$ cat config.mk
export PLATFORM = sky130hd
export DESIGN_NAME = packed_lane_adder
export DESIGN_NICKNAME = d
export VERILOG_FILES = /design/src/rtl/packed_lane_adder.sv
export SDC_FILE = /design/constraint.sdc
export NUM_CORES = 1
export LEC_CHECK = 0
export ABC_AREA = 0
export BUFFER_PORTS_ARGS = -buffer_cell sky130_fd_sc_hd__buf_2
export CAP_MARGIN = 40
export CORE_UTILIZATION = 35
export DETAILED_ROUTE_END_ITERATION = 6
export PLACE_DENSITY = 0.69
export SLEW_MARGIN = 20
export SYNTH_ARGS = -nofsm -noshare
export SYNTH_HDL_FRONTEND = slang
export SYNTH_SLANG_ARGS = --single-unit
$ cat constraint.sdc
create_clock -name clk -period 46 [get_ports clk]
set_input_delay 9.2 -clock clk [delete_from_list [all_inputs] [get_ports clk]]
set_output_delay 9.2 -clock clk [all_outputs]
set_load 0.01 [all_outputs]
$ cat src/rtl/packed_lane_adder.sv
module packed_lane_adder #(
  parameter int BYTES = 8
) (
  input  logic                 clk,
  input  logic                 rst_n,
  input  logic                 in_valid,
  input  logic [1:0]           lane_sel,
  input  logic                 sub,
  input  logic [8*BYTES-1:0]   a,
  input  logic [8*BYTES-1:0]   b,
  output logic                 out_valid,
  output logic [8*BYTES-1:0]   sum,
  output logic [BYTES-1:0]     carry_out
);
  localparam int W = 8 * BYTES;

  logic [BYTES:0]   chain;
  logic [W-1:0]     sum_d;
  logic [BYTES-1:0] co_d;
  logic             mode_ok;

  assign mode_ok  = (lane_sel != 2'b11);
  assign chain[0] = sub;

  for (genvar i = 0; i < BYTES; i++) begin : g_byte
    logic       start, top, cin;
    logic [7:0] bx;
    logic [8:0] t;
    assign start = (lane_sel == 2'b00) || (lane_sel == 2'b01 && (i % 2) == 0)
                || (lane_sel == 2'b10 && (i % 4) == 0);
    assign top   = (lane_sel == 2'b00) || (lane_sel == 2'b01 && (i % 2) == 1)
                || (lane_sel == 2'b10 && (i % 4) == 3);
    assign bx    = b[8*i +: 8] ^ {8{sub}};
    assign cin   = start ? sub : chain[i];
    assign t     = {1'b0, a[8*i +: 8]} + {1'b0, bx} + {8'd0, cin};
    assign chain[i+1]  = t[8];
    assign sum_d[8*i +: 8] = t[7:0];
    assign co_d[i] = t[8] & top;
  end

  always_ff @(posedge clk) begin
    if (!rst_n) begin
      out_valid <= 1'b0;
      sum       <= '0;
      carry_out <= '0;
    end else begin
      out_valid <= in_valid;
      if (in_valid) begin
        sum       <= mode_ok ? sum_d : '0;
        carry_out <= mode_ok ? co_d  : '0;
      end
    end
  end
endmodule

==> results of run 1 <==
[layout by cell type (no fill, tap or decap), drive strengths merged, types with 2 or more instances in the layout]
cell | Yosys | routed
nor3 | 2 | 2
o21a | 9 | 9
and2 | 20 | 20
a221oi | 5 | 5
clkbuf | 20 | 14
a21boi | 5 | 5
mux2 | 5 | 5
or3 | 5 | 5
nor2 | 14 | 14
a32o | 10 | 10
clkinv | 0 | 3
nor2b | 18 | 18
ha | 56 | 56
o21ai | 44 | 44
inv | 14 | 13
xnor2 | 11 | 11
a21oi | 41 | 41
a211oi | 3 | 3
o21bai | 3 | 3
fa | 15 | 15
dfxtp | 73 | 73
a31oi | 3 | 3
a21o | 8 | 8
o211ai | 2 | 2
xor2 | 94 | 94
nand2 | 50 | 50
a22oi | 15 | 15
nand3 | 19 | 19
buf | 8 | 211
a22o | 15 | 15
[cell usage after synthesis (all sizes together) (2+ instances only)]
cell / instances
a32o: 10
o21ai: 44
and2: 20
mux2: 5
xor2: 94
fa: 15
nor3: 2
dfxtp: 73
nand2: 50
a221oi: 5
nor2b: 18
clkbuf: 20
nand3: 19
a21oi: 41
inv: 14
a31oi: 3
or3: 5
a21o: 8
o21a: 9
xnor2: 11
a22oi: 15
o21bai: 3
buf: 8
a211oi: 3
ha: 56
o211ai: 2
nor2: 14
a22o: 15
a21boi: 5
[layer usage]
layer,vias to the layer above,GRT usage [%]
met5,-,0
met4,0,7.51
met3,19,3.27
met2,135,33.2
met1,2260,25.5
li1,2498,-
[where the power goes]
group          switching (mW)  internal (mW)
Clock                  0.0277         0.0423
Combinational          0.0441         0.0383
Sequential            0.00386         0.0701
Total                  0.0756          0.151
[critical path, delay by kind of cell]
family / cells / cell delay [ns]
simple gates: 5 / 0.52
fa+ha+maj: 15 / 6.57
buf+inv: 2 / 0.98
xor+xnor: 1 / 0.22
compound gates: 29 / 5.24
mux: 4 / 1.19
[layout make-up]
| cell class | instances | area, sq um | area share, % |
|---|---|---|---|
| Inverter | 14 | 52.6 | 0.763 |
| Timing Repair Buffer | 211 | 1090 | 15.8 |
| Clock inverter | 2 | 10.0 | 0.145 |
| Multi-Input combinational cell | 482 | 3750 | 54.5 |
| Sequential cell | 73 | 1460 | 21.2 |
| Clock buffer | 14 | 284 | 4.13 |
| Tap cell | 184 | 230 | 3.34 |
[registers in the layout, indices dropped and copies added, names as in the netlist]
signal	flops
carry_out	8
out_valid	1
sum	64
[final timing paths]
check                from            to  slack, ns
setup / recovery      sub  carry_out[7]      22.27
hold / removal     sum[4]        sum[4]       0.45
setup reg to reg  sum[18]       sum[18]      45.20
hold reg to reg    sum[4]        sum[4]       0.45
[cell families (layout without fill, tap and decap cells)]
| family | Yosys count | in the layout | share of synthesized area, % |
|---|---|---|---|
| xor gates and xnor gates | 105 | 105 | 17.1 |
| AOI/OAI and AO/OA | 168 | 168 | 20.6 |
| buffers and inverters | 42 | 241 | 3.12 |
| DFF | 73 | 73 | 27.2 |
| adders and majority gates | 71 | 71 | 18.7 |
| muxes | 5 | 5 | 1.12 |
| and+or+nand+nor | 133 | 133 | 12.1 |
[through the flow]
step / hold slack (ns) / std cells
2_1_floorplan: 0.470 / 597
3_3_place_gp: 0.432 / 963
3_5_place_dp: 0.437 / 964
4_1_cts: 0.451 / 980
5_1_grt: 0.472 / 980
6_report: 0.447 / 980
==> results.json, run 1 <==
{
  "drt_pass1_iterations": 4,
  "grt_use_total_pct": 19.8,
  "synth.yosys.warnings": 0,
  "io-pin-count": 207,
  "syn-cell-area_sq_mm": 0.00537,
  "dpl-instance-area_sq_mm": 0.00659,
  "initial_core_util_pct": 36.4,
  "cts-htree-levels": 3,
  "cts_tree": "built",
  "worstRegToRegCells": 2,
  "ant_nets": 0,
  "path_common_cell": "fa_1",
  "drv_slew": 0,
  "root_buffer": "clkbuf_16",
  "fin_nets": 996,
  "grt_max_degree": 51,
  "clkLatencyLatePin_ns": 0.33,
  "start_kind": "primary input",
  "dp_hpwl_um": 11900,
  "wl_met1_um": 7300,
  "post-cts-setup-buffers": 0,
  "dieArea_sq_mm": 0.0158,
  "synth_edf_count": 0,
  "status": "complete, no violations",
  "rsz0062_at_grt": "no",
  "period_share_pct": 51.6,
  "drc": 0,
  "finalPower_uw": 226,
  "nFillCells": 1500,
  "synth-seq-cells": 73,
  "slew_headroom_pct": 48.1,
  "preCtsSetupSlack_ns": 21.91,
  "grt_antenna_before_repair": 0,
  "slowest_delay_ns": 0.69,
  "cap_viol_max_count": 0,
  "arrival_ns": 23.97,
  "cts.path.max_buffers": 2,
  "gp_congestion": 0.914,
  "overflow": 0,
  "cts_resized": 0,
  "wl_met3_um": 663,
  "clkTransAtPathRegs_ns": 0.06,
  "wl_per_cell_um": 15.7,
  "synthTopCellsByArea": "dfxtp_1, xor2_1, ha_1",
  "grt_pass1_wl_um": 24400,
  "whs_path_depth": 2,
  "final_util_pct": 46.7,
  "max_freq_mhz": 42.1,
  "crit_type": "in2reg",
  "p_leak_nw": 3.37,
  "peakVddDrop_mv": 0.0168,
  "cts_sinks": 73,
  "tightest_slew_ns": 0.779,
  "synthArstFlopShare_pct": 0,
  "n_antenna_cell": 0,
  "finalInstanceArea_sq_mm": 0.00688,
  "cp_max_fo": 50,
  "wl_met2_um": 7150,
  "worst_slack_ns": 22.27,
  "hold_viol": 0,
  "endpoint_kind": "flip-flop",
  "syn_avg_cell_area_sq_um": 8.99,
  "crit_required_ns": 46.23,
  "core_sq_mm": 0.0148,
  "fin_skew_ns": 0,
  "syn_inst": 597,
  "post_cts_hold_buffer_count": 0,
  "ys_seq_area_share_pct": 27.2,
  "netlist.area_leader.share_pct": 27.2,
  "yosys.area.top_type": "dfxtp_1",
  "p_per_area_mw_per_mm2": 32.9,
  "top_layer_used": "met4",
  "synth_nets": 802,
  "min_path_type": "reg2reg",
  "wl_um": 15400,
  "io_buffers": 206,
  "finalSetupViolCount": 0,
  "grt_pass1_vias": 4825,
  "fin_crit_ns": 23.73,
  "fin_setup_tns_ns": 0,
  "synth_cell_types": 41,
  "synth_ff_type": "dfxtp_1",
  "first_iter_violations": 187,
  "die_y_um": 126,
  "areaGrowthSynthToFinish_pct": 28.3,
  "layout-drive-gt1-share_pct": 29.5,
  "core.rowCount": 44,
  "crit_slowest_cell": "buf_4",
  "dr_total_vias": 4912,
  "cts_buffers": 9,
  "viasPerCell": 5.01,
  "die_w_um": 126
}
Power figures use the tool's default switching activity.
==> inputs of run 2 (changes only) <==
--- a/config.mk
+++ b/config.mk
@@ -10,7 +10,7 @@
 export CAP_MARGIN = 40
 export CORE_UTILIZATION = 35
 export DETAILED_ROUTE_END_ITERATION = 6
-export PLACE_DENSITY = 0.69
+export PLACE_DENSITY = 0.71
 export SLEW_MARGIN = 20
 export SYNTH_ARGS = -nofsm -noshare
 export SYNTH_HDL_FRONTEND = slang
==> constraint.sdc (replaced) <==
create_clock -name clk -period 19.34 [get_ports clk]
set_input_delay 3.868 -clock clk [delete_from_list [all_inputs] [get_ports clk]]
set_output_delay 3.868 -clock clk [all_outputs]
set_load 0.01 [all_outputs]
==> run 2 against run 1 <==
Effect of this change: die area did not move; worst setup slack worse by 21 ns; register-to-register slack got worse by 27 ns; final area increased by 0.33%; worst hold slack about the same; sequential share of layout area is 0.069 points lower; sequential power is 140% higher; clock skew is the same; combinational power grew 140%; global-route usage down 0.48 points; count of clock-buffer cells in the layout unchanged; critical endpoint is now sum[62]; largest cell class unchanged; largest power group unchanged.
==> results.json, run 2 (same netlist as run 1, synthesis figures left out) <==
{
  "status": "complete, no violations",
  "cp_max_fo": 30,
  "overflow": 0,
  "p_seq_share_pct": 32.1,
  "grt_pass1_wl_um": 23900,
  "fin_setup_tns_ns": 0,
  "drv_slew": 0,
  "clkTransAtPathRegs_ns": 0.06,
  "switching_power_uw": 179,
  "die_w_um": 126,
  "post_cts_hold_buffer_count": 0,
  "core.rowCount": 44,
  "worst-r2r-setup-slack_ns": 18.54,
  "fin_crit_ns": 17.70,
  "endpoint_kind": "flip-flop",
  "post-cts-setup-buffers": 0,
  "peakVddDrop_mv": 0.0389,
  "cts_sinks": 73,
  "io-pin-count": 207,
  "cts.path.max_buffers": 2,
  "power_frac_comb_pct": 35.8,
  "cts_tree": "built",
  "cap_viol_max_count": 0,
  "grt_use_total_pct": 19.3,
  "multi_input_area_sq_mm": 0.00375,
  "finalPower_uw": 547,
  "clockPowerShare_pct": 32.1,
  "hold_viol": 0,
  "ant_nets": 0,
  "worstRegToRegCells": 2,
  "drc": 0,
  "layout-drive-gt1-share_pct": 29.4,
  "arrival_ns": 17.91,
  "startpoint": "sub",
  "cts_buffers": 9,
  "crit_slowest_cell": "fa_1",
  "initial_core_util_pct": 36.4,
  "path_common_cell": "fa_1",
  "fin_nets": 996,
  "grt_antenna_before_repair": 0,
  "io_buffers": 206,
  "endpoint": "sum[62]",
  "slew_headroom_pct": 52.7,
  "nFillCells": 1459,
  "start_kind": "primary input",
  "die_y_um": 126,
  "drt_pass1_iterations": 7,
  "grt_max_degree": 42,
  "wl_per_cell_um": 15.6,
  "viasPerCell": 5.05,
  "p_leak_nw": 3.38,
  "first_iter_violations": 190,
  "final_common_cell": "buf_2",
  "areaGrowthSynthToFinish_pct": 28.7,
  "dpl-instance-area_sq_mm": 0.00660,
  "cts_resized": 0,
  "rsz0062_at_grt": "no",
  "grt_pass1_vias": 4739,
  "power.internal_uw": 368,
  "tightest_slew_ns": 0.709,
  "n_antenna_cell": 0,
  "finalInstanceArea_sq_mm": 0.00691,
  "cts-htree-levels": 3,
  "gp_congestion": 0.867,
  "crit_required_ns": 19.55,
  "largest_reg_flops": 64,
  "clkLatencyLatePin_ns": 0.33,
  "core_sq_mm": 0.0148,
  "fin_skew_ns": 0,
  "rr_endpoint": "sum[42]",
  "wl_um": 15200,
  "period_share_pct": 91.5,
  "min_path_type": "reg2reg",
  "largest-register": "sum",
  "p_per_area_mw_per_mm2": 79.2,
  "mostFrequentLayoutCells": "buf_2, xor2_1, dfxtp_1",
  "dp_hpwl_um": 11800,
  "r2r_start": "sum[42]",
  "dieArea_sq_mm": 0.0158,
  "max_freq_mhz": 56.5,
  "sw_frac_of_total_pct": 32.7,
  "finalSetupViolCount": 0,
  "reg.largest.list": "sum x64, carry_out x8, out_valid x1",
  "dr_total_vias": 4953,
  "slowest_delay_ns": 0.46,
  "seq_area_sq_mm": 0.00146,
  "crit_type": "in2reg",
  "root_buffer": "clkbuf_16"
}
## run 2: cell types whose count changed in the layout (fill, tap and decap cells not counted)
cell       change
buf_4          -1
buf_8          +1
bufinv_16      +1
clkbuf_1       +1
clkbuf_8       -1
clkinv_2       -1
## run 2: power by group through the flow
stage / Combinational, mW / Clock, mW / Sequential (mW)
after floorplan: 0.126 / 0 / 0.185
after global placement: 0.192 / 0 / 0.178
after detailed placement: 0.196 / 0 / 0.178
after CTS: 0.197 / 0.179 / 0.175
after global routing: 0.220 / 0.185 / 0.177
final: 0.196 / 0.176 / 0.175
## run 2: final cells by class
class	count	area share, %
clock buffer	14	3.97
clock inverter	2	0.507
inverter	14	0.761
multi-input combinational	482	54.4
sequential	73	21.2
tap	184	3.33
timing repair buffer	211	15.9
## run 2: layer usage
layer	global-route usage, %	vias to the layer above	part of all wire [%]
met3	3.57	10	5.0
met5	0	-	0
met1	24.5	2296	46
met2	33.2	153	48
met4	5.81	0	1.0
li1	-	2494	-
## run 2: worst max-delay path: cells and delay by family
kind / cells / cell delay [ns]
and+or+nand+nor: 4 / 0.43
muxes: 4 / 1.18
adders and majority gates: 15 / 6.39
AOI/OAI and AO/OA: 30 / 5.28
xor gates and xnor gates: 2 / 0.35
buffers and inverters: 1 / 0.40
## run 2: worst min path at each step
stage | endpoint | startpoint | cells after the start | slack [ns]
5_1_grt | sum[23] | sum[23] | 2 | 0.46
3_5_place_dp | sum[23] | sum[23] | 2 | 0.44
4_1_cts | sum[23] | sum[23] | 2 | 0.45
3_3_place_gp | sum[14] | sum[14] | 2 | 0.43
6_report | sum[23] | sum[23] | 2 | 0.45
2_1_floorplan | sum[30] | sum[30] | 2 | 0.47
## run 2: stage by stage
stage	worst slack, ns	hold slack (ns)	cells	util (%)
2_1_floorplan	2.33	0.470	597	-
3_3_place_gp	1.66	0.432	962	44.4
3_5_place_dp	1.32	0.439	964	44.7
4_1_cts	1.61	0.447	980	46.8
5_1_grt	0.535	0.464	980	46.8
6_report	1.64	0.446	980	46.8
==> inputs of run 3 (changes only) <==
--- a/config.mk
+++ b/config.mk
@@ -11,6 +11,7 @@
 export CORE_UTILIZATION = 35
 export DETAILED_ROUTE_END_ITERATION = 6
 export PLACE_DENSITY = 0.71
+export REMOVE_ABC_BUFFERS = 1
 export SLEW_MARGIN = 20
 export SYNTH_ARGS = -nofsm -noshare
 export SYNTH_HDL_FRONTEND = slang
==> run 3 against run 2 <==
Effect of this change: clock skew unchanged; clock power increased by 6%; worst hold slack got worse by 0.0010 ns; non-clock buffer count increased by 2; via count about the same; total power increased by 1.8%; critical endpoint is now carry_out[7]; largest cell class unchanged.
==> results.json, run 3 (same netlist as run 1, synthesis figures left out) <==
{
  "p_per_area_mw_per_mm2": 80.1,
  "dr_total_vias": 4957,
  "grt_use_total_pct": 19.2,
  "root_buffer": "clkbuf_16",
  "drv_slew": 0,
  "fin_hold_ws_ns": 0.445,
  "cts_sinks": 73,
  "drt_pass1_iterations": 4,
  "fin_crit_ns": 17.53,
  "layout-drive-gt1-share_pct": 29.8,
  "min_path_type": "reg2reg",
  "endpoint": "carry_out[7]",
  "clkTransAtPathRegs_ns": 0.06,
  "gp_congestion": 0.864,
  "r2r_start": "sum[18]",
  "fin_skew_ns": 0,
  "period_share_pct": 90.6,
  "start_kind": "primary input",
  "post_cts_hold_buffer_count": 0,
  "core.rowCount": 44,
  "arrival_ns": 17.76,
  "die_y_um": 126,
  "cts_buffers": 9,
  "wl_met1_um": 6860,
  "reg.largest.list": "sum x64, carry_out x8, out_valid x1",
  "path_common_cell": "fa_1",
  "mostFrequentLayoutCells": "buf_2, xor2_1, dfxtp_1",
  "slowest_delay_ns": 0.48,
  "startpoint": "sub",
  "worst-r2r-setup-slack_ns": 18.55,
  "cts-htree-levels": 3,
  "tightest_slew_ns": 0.638,
  "post-cts-setup-buffers": 0,
  "crit_slowest_cell": "fa_1",
  "grt_antenna_before_repair": 0,
  "io-pin-count": 207,
  "wl_um": 15100,
  "drc": 0,
  "areaGrowthSynthToFinish_pct": 29.8,
  "critical_path_depth": 55,
  "max_freq_mhz": 57.1,
  "cts_resized": 0,
  "hold_viol": 0,
  "p_leak_nw": 3.41,
  "rr_endpoint": "sum[18]",
  "cap_viol_max_count": 0,
  "endpoint_kind": "flip-flop",
  "io_buffers": 206,
  "wl_per_cell_um": 15.4,
  "grt_max_degree": 42,
  "path_delay_family": "adder cells",
  "final_cells": 982,
  "place_inst": 966,
  "worst_slack_ns": 1.81,
  "crit_required_ns": 19.58,
  "dp_hpwl_um": 11800,
  "preCtsSetupSlack_ns": 1.37,
  "initial_core_util_pct": 36.4,
  "largest_reg_flops": 64,
  "wl_met3_um": 1030,
  "nFillCells": 1450,
  "crit_type": "in2reg",
  "ant_nets": 0,
  "clkLatencyLatePin_ns": 0.33,
  "finalPower_uw": 557,
  "peakVddDrop_mv": 0.0404,
  "final_common_cell": "buf_2",
  "worstRegToRegCells": 2,
  "cts_tree": "built",
  "n_antenna_cell": 0,
  "cts.path.max_buffers": 2,
  "top_layer_used": "met4",
  "cp_max_fo": 10,
  "critPathBufInv": 1,
  "rsz0062_at_grt": "no",
  "finalSetupViolCount": 0,
  "fin_setup_tns_ns": 0,
  "viasPerCell": 5.05,
  "grt_pass1_vias": 4783,
  "overflow": 0,
  "largest-register": "sum",
  "wl_met2_um": 6920,
  "core_sq_mm": 0.0148,
  "first_iter_violations": 186,
  "dieArea_sq_mm": 0.0158,
  "die_w_um": 126,
  "status": "complete, no violations",
  "grt_pass1_wl_um": 23800,
  "fin_nets": 998,
  "slew_headroom_pct": 57.3
}
-- run 3: power breakdown --
part | switching [mW] | leakage (nW) | internal, mW
clock network | 0.0661 | 0.162 | 0.120
registers | 0.00841 | 0.599 | 0.167
logic | 0.105 | 2.65 | 0.0919
-- run 3: worst reg2reg max path: stages, from the launching register on --
cell	delay (ns)
dfxtp_1	0.32
a22o_1	0.22
and2_1	0.14
-- run 3: area by class of cell --
class,count,area (sq um),area share (%)
clock buffers,11,253,3.63
inverters,14,52.6,0.755
flip-flops and latches,73,1460,21.0
multi-input cells,482,3750,53.9
repair buffers,213,1130,16.3
clock inverters,5,77.6,1.11
well taps,184,230,3.31
-- run 3: worst min-delay path by stage --
stage | depth (start not counted) | slack (ns) | end | start
floorplan | 2 | 0.47 | sum[30] | sum[30]
global placement | 2 | 0.43 | sum[30] | sum[30]
detailed placement | 2 | 0.44 | sum[14] | sum[14]
CTS | 2 | 0.45 | sum[30] | sum[30]
global route | 2 | 0.47 | sum[22] | sum[22]
finish | 2 | 0.45 | sum[30] | sum[30]
-- run 3: per-stage QoR --
stage          area (sq um)  util [%]
2_1_floorplan          5250         -
3_3_place_gp           6560      44.5
3_5_place_dp           6630      45.0
4_1_cts                6960      47.2
5_1_grt                6960      47.2
6_report               6960      47.2
-- run 3: per-layer routing --
layer | global-route usage, % | vias up
met1 | 24.0 | 2253
met3 | 5.01 | 25
met2 | 31.7 | 173
met4 | 6.80 | 0
li1 | - | 2506
met5 | 0 | -
